<file path="config.mk">
export PLATFORM = sky130hd
export DESIGN_NAME = fsm_scan_eval
export DESIGN_NICKNAME = d
export VERILOG_FILES = /design/src/rtl/fsm_scan_pkg.sv /design/src/rtl/fsm_scan_leaf.sv /design/src/rtl/fsm_scan_tree.sv /design/src/rtl/fsm_scan_mealy.sv /design/src/rtl/fsm_scan_eval.sv
export SDC_FILE = /design/constraint.sdc
export NUM_CORES = 1
export LEC_CHECK = 0
export ABC_AREA = 1
export CORE_UTILIZATION = 45
export CTS_BUF_LIST = sky130_fd_sc_hd__clkbuf_4 sky130_fd_sc_hd__clkbuf_8
export DETAILED_ROUTE_END_ITERATION = 16
export PLACE_DENSITY = 0.81
export SLEW_MARGIN = 20
export SYNTH_ARGS = -nofsm -noshare
export SYNTH_HDL_FRONTEND = slang
export SYNTH_SLANG_ARGS = --single-unit
</file>
<file path="constraint.sdc">
create_clock -name clk -period 0.8 [get_ports clk]
set_input_delay 0.12 -clock clk [delete_from_list [all_inputs] [get_ports clk]]
set_output_delay 0.12 -clock clk [all_outputs]
set_load 0.05 [all_outputs]
</file>
<file path="src/rtl/fsm_scan_pkg.sv">
package fsm_scan_pkg;
    localparam int ST_W   = 2;
    localparam int ST_NUM = 3;

    typedef enum logic [ST_W-1:0] {
        ST_A = 2'd0,
        ST_B = 2'd1,
        ST_C = 2'd2
    } fsm_st_e;

    // Next state for each present state: entry p = next state from state p
    typedef logic [ST_NUM-1:0][ST_W-1:0] st_map_t;

    // Apply a function to a state; an out-of-range state reads entry 0
    function automatic logic [ST_W-1:0] map_apply(st_map_t f, logic [ST_W-1:0] s);
        logic [ST_W-1:0] r;
        r = f[0];
        for (int i = 0; i < ST_NUM; i++) begin
            if (s == ST_W'(i)) r = f[i];
        end
        return r;
    endfunction

    // (outer o inner)[s] = outer[inner[s]]; the later symbols are on the outside
    function automatic st_map_t map_compose(st_map_t outer, st_map_t inner);
        st_map_t r;
        for (int s = 0; s < ST_NUM; s++) begin
            r[s] = map_apply(outer, inner[s]);
        end
        return r;
    endfunction
endpackage

</file>
<file path="src/rtl/fsm_scan_leaf.sv">
module fsm_scan_leaf
    import fsm_scan_pkg::*;
(
    input  logic    sym,
    output st_map_t fn
);
    always_comb begin
        for (int p = 0; p < ST_NUM; p++) begin
            unique case (fsm_st_e'(p[ST_W-1:0]))
                ST_A:    fn[p] = sym ? ST_A : ST_B;
                ST_B:    fn[p] = sym ? ST_C : ST_B;
                ST_C:    fn[p] = sym ? ST_A : ST_B;
                default: fn[p] = ST_A;
            endcase
        end
    end
endmodule

</file>
<file path="src/rtl/fsm_scan_tree.sv">
module fsm_scan_tree
    import fsm_scan_pkg::*;
#(
    parameter int N = 16
) (
    input  st_map_t [N-1:0] leaf_fn,
    output st_map_t [N-1:0] pre_fn
);
    localparam int LG = $clog2(N);

    st_map_t [N-1:0] stage [LG+1];

    assign stage[0] = leaf_fn;

    for (genvar l = 0; l < LG; l++) begin : g_lvl
        localparam int DIST = 1 << l;
        for (genvar i = 0; i < N; i++) begin : g_col
            if (i >= DIST) begin : g_comb
                assign stage[l+1][i] = map_compose(stage[l][i], stage[l][i-DIST]);
            end else begin : g_pass
                assign stage[l+1][i] = stage[l][i];
            end
        end
    end

    assign pre_fn = stage[LG];
endmodule

</file>
<file path="src/rtl/fsm_scan_mealy.sv">
module fsm_scan_mealy
    import fsm_scan_pkg::*;
#(
    parameter int N = 16
) (
    input  logic [ST_W-1:0]   start_st,
    input  st_map_t [N-1:0]   pre_fn,
    input  logic [N-1:0]      sym,
    output logic [ST_W*N-1:0] nxt_st,
    output logic [N-1:0]      step_out
);
    for (genvar k = 0; k < N; k++) begin : g_step
        logic [ST_W-1:0] before_st;
        assign nxt_st[ST_W*k +: ST_W] = map_apply(pre_fn[k], start_st);
        if (k == 0) begin : g_first
            assign before_st = start_st;
        end else begin : g_rest
            assign before_st = nxt_st[ST_W*(k-1) +: ST_W];
        end
        assign step_out[k] = (before_st == ST_C) && sym[k];
    end
endmodule

</file>
<file path="src/rtl/fsm_scan_eval.sv">
module fsm_scan_eval
    import fsm_scan_pkg::*;
#(
    parameter int N_SYM = 16
) (
    input  logic                  clk,
    input  logic                  rst_n,
    input  logic                  win_valid,
    input  logic [N_SYM-1:0]      win_sym,
    input  logic [ST_W-1:0]       init_state,
    output logic                  res_valid,
    output logic [ST_W*N_SYM-1:0] res_state,
    output logic [N_SYM-1:0]      res_out
);
    logic [ST_W-1:0]       start_st;
    st_map_t [N_SYM-1:0]   leaf_fn;
    st_map_t [N_SYM-1:0]   pre_fn;
    logic [ST_W*N_SYM-1:0] nxt_st;
    logic [N_SYM-1:0]      step_out;

    assign start_st = (init_state < ST_W'(ST_NUM)) ? init_state : ST_A;

    for (genvar k = 0; k < N_SYM; k++) begin : g_leaf
        fsm_scan_leaf u_leaf (
            .sym (win_sym[k]),
            .fn  (leaf_fn[k])
        );
    end

    fsm_scan_tree #(.N(N_SYM)) u_tree (
        .leaf_fn (leaf_fn),
        .pre_fn  (pre_fn)
    );

    fsm_scan_mealy #(.N(N_SYM)) u_mealy (
        .start_st (start_st),
        .pre_fn   (pre_fn),
        .sym      (win_sym),
        .nxt_st   (nxt_st),
        .step_out (step_out)
    );

    always_ff @(posedge clk or negedge rst_n) begin
        if (!rst_n) res_valid <= 1'b0;
        else        res_valid <= win_valid;
    end

    always_ff @(posedge clk or negedge rst_n) begin
        if (!rst_n) begin
            res_state <= '0;
            res_out   <= '0;
        end else if (win_valid) begin
            res_state <= nxt_st;
            res_out   <= step_out;
        end
    end
endmodule

</file>
[Yosys cells after proc, flatten, opt, wreduce, memory -nomap -nowiden]
Index checks and enable logic that the tools add are counted.
Storage, ports and cells
  bits in registers: 49
  bits of input ports: 21
Cells by class
  magnitude comparators: 1
  equality and inequality tests: 185
  multiplexer cells: 261
  reduce and logical (&&, ||, !) cells: 16
Operators with widths (count)
  $mux W2: 245
  $eq A2 B2 Y1 const B: 85
  $eq A2 B1 Y1 const B: 70
  $eq A1 B2 Y1 const B: 15
  $logic_and A1 B1 Y1: 16
  $mux W1: 16
  $eq A1 B1 Y1 const B: 15
  $lt A2 B2 Y1 const B: 1

[Longest topological paths before layout]
  depth after elaboration: 16
  depth in mapped cells: 4
  mapped depth without buffers: 4

[Modules after synthesis]
A second synthesis with hierarchy kept.
Unflattened totals
  cells, all modules: 2726
  area total of the unflattened synthesis: 13130.1 µm²
By module, submodules not included
  fsm_scan_tree: times used 1, cells each 2160, area each 9341.5 µm²
  fsm_scan_eval: times used 1, cells each 208, area each 1845.5 µm²
  fsm_scan_mealy: times used 1, cells each 246, area each 1222.4 µm²
  fsm_scan_leaf: times used 16, cells each 7, area each 45.0 µm²

[Worst setup path before layout]
No wires, ideal clock.
  kind: reg-to-reg
  start: register, netlist name res_out[0]
  end: register res_out[0]
  arrival: 0.731 ns
  path slack: -0.058 ns
  cell stages (with the launch flop): 3
  path buffers: 0
  clock period less this slack: 0.858 ns
  cell sequence: dfrtp_1 nand2_1 o21ai_0
RTL lines
  to (signal assigned): line fsm_scan_eval.sv:54  | res_out <= step_out;
  to (decl): line fsm_scan_eval.sv:13  | output logic [N_SYM-1:0] res_out

[Final worst setup path]
  start: register res_state[8]
  end: output res_state[8]
RTL lines
  from (decl): line fsm_scan_eval.sv:12  | output logic [ST_W*N_SYM-1:0] res_state,
  from (signal assigned): line fsm_scan_eval.sv:53  | res_state <= nxt_st;
No word-level cell between the ends.

==> run metrics <==
outcome finished, violations left; failing checks negative setup slack; worst path arrival time 0.88 ns; Syn Nets 226; die outline width 66.8 um; CP top delay family flip-flops; slowest stage delay, CP 0.44 ns; Slew Viols, Final 0; Synth Register Bits 49; CTS Buf Count 5; number of global-route vias before repair 1,626; Fin Clk Skew 0 ns; Vias 1,753; 1st-iter DRT viols 84; Port-buffer cells 69; vias per inst 5.13; Crit Path Max Fanout 2; main combinational cell family by area after synthesis simple AND/OR/NAND/NOR gates; CTS Buffer Depth 2; clk sinks 49; Core ar. 0.00400 sq mm; worst hold path type in2reg; Worst Path Required 0.68 ns; Power per Cell Area 1840 mW/mm^2; GRT overflow 0; CP startpoint kind register; CTS root buffer clkbuf_8; sequential share of the synthesized area 64.9%; initial antenna violation count 0; DR pass1 iterations 4; complex-gate fraction of the synthesized area 4.24%; final instance area 0.00346 sq mm; post-route ant nets 0; Mapped Cells 205; fin crit period 1.00 ns; Total Wirelength 4.93 mm; syn_area_per_cell 9.21 sq um; crit path kind reg2out; crit path cell chain buf_12; Final Non-Filler Cells 342; Antenna diodes 0; RSZ-0062 raised after global routing yes; Area after DPL 0.00325 sq mm; final hold vios 0; wire per inst 14.4 um; htree depth 2; maximum vdd drop 0.00139 V; synthesized area 0.00189 sq mm; setup violators final 50; clock-pin slew on the worst setup and hold paths 0.08 ns; adder-cell area share of the yosys netlist 0%; row cnt 23; share of layout cells above drive strength 1 45.5%; Clk Latency, worst-skew pair 0.28 ns; Critical Path Sink Type primary output; Area Growth Syn to Fin 83.1%; Die H 66.8 um; crit path max-delay cell type dfrtp_2; Max-Cap Viols 0; Placed Cells incl. Taps 325; Placer Congestion 0.782; Tightest Pin Transition 0.261 ns; xor/xnor cell area share of the yosys netlist 0%; Leakage 0.00166 uW; distinct cell type count after synthesis 11; Layout Nets 312; hpwl dp 3.49 mm; CTS tree done; drt drc 0; total track usage 22.7%; first-pass GRT wire length 7.44 mm; Starting Density 47.2%; largest net degree at the start of global routing 50; setup ws final -0.201 ns; Tcrit/Tclk final 125%; mux cell area share after synthesis 0%; worst path bufs/invs 1; Filler Cell Count 178; Rel. slew slack 82.6%; Ports 70; fmax 999 MHz; Post-Synth Simple-Gate Area 24.9%; Yosys Warn Count 0; die area 0.00446 sq mm; Power, Total 6350 uW
==> worst paths after layout <==
kind / cells after the start / from / slack [ns] / endpoint
min: 2 / win_sym[8] / 0.21 / res_state[16]
min in group asynchronous: 3 / rst_n / 0.34 / res_state[4]
max: 1 / res_state[8] / -0.20 / res_state[8]
min reg2reg: 2 / res_out[8] / 0.53 / res_out[8]
max reg2reg: 4 / res_state[8] / -0.11 / res_state[8]
max in group asynchronous: 3 / rst_n / 0.21 / res_out[15]
==> where the power goes <==
| group | switching, uW | internal, uW |
|---|---|---|
| logic | 1050 | 959 |
| registers | 208 | 2690 |
| clock network | 719 | 724 |
| total | 1980 | 4370 |
==> layout by cell type, fill, tap and decap left out, drive strengths merged <==
cell type | synthesis | routed
nand2 | 92 | 92
dlygate4sd2 | 0 | 1
dfrtp | 49 | 49
dlygate4sd3 | 0 | 1
buf | 8 | 67
o21ai | 16 | 16
nor2 | 3 | 3
clkdlybuf4s50 | 0 | 17
clkbuf | 0 | 8
dlymetal6s2s | 0 | 1
inv | 18 | 18
nand3 | 5 | 5
nand4 | 14 | 14
==> final cells by class <==
| class | instances | area (sq um) | area share, % |
|---|---|---|---|
| well taps | 50 | 62.6 | 1.81 |
| flip-flops and latches | 49 | 1290 | 37.2 |
| multi-input cells | 130 | 574 | 16.6 |
| repair buffers | 87 | 1380 | 39.8 |
| clock buffers | 8 | 91.3 | 2.64 |
| inverters | 18 | 67.6 | 1.95 |
==> metal layers <==
| metal | up-vias | GRT usage (%) | part of all wire [%] |
|---|---|---|---|
| met5 | - | 0 | 0 |
| met4 | 0 | 7.18 | 0.67 |
| met3 | 4 | 5.99 | 6.5 |
| met2 | 73 | 37.5 | 53 |
| met1 | 856 | 28.8 | 40 |
| li1 | 820 | - | - |
==> metrics by stage <==
stage	setup TNS (ns)	setup slack (ns)	util (%)	hold slack, ns
2_1_floorplan	0	0.0244	-	-0.176
3_3_place_gp	-18.03	-0.398	81.2	0.120
3_5_place_dp	-19.64	-0.462	81.2	0.124
4_1_cts	-9.54	-0.209	84.8	0.345
5_1_grt	-10.55	-0.231	86.4	0.215
6_report	-9.23	-0.201	86.4	0.206
==> flip-flops by register name, indices dropped and copies added, names as in the netlist <==
register	flops
res_out	16
res_valid	1
res_state	32
==> synth_stat cells, drive strengths merged <==
library cell  number  share of area (%)
buf                8                2.4
dfrtp             49                 65
inv               18                3.6
nand2             92                 18
nand3              5                1.3
nand4             14                4.6
nor2               3               0.60
o21ai             16                4.2
==> cells by family after synthesis <==
group                  after synthesis
AND/OR/NAND/NOR                    114
flip-flops                          49
buffers and inverters               26
AO/OA/AOI/OAI                       16
==> repair_timing <==
action	4_1_cts	5_1_grt
setup buffers	5	5
endpoints found under the hold margin	49	0
pin swaps	0	1
hold buffers	1	0
resized for setup	4	13
setup endpoints to repair	96	54
(Power assumes the default switching activity.)
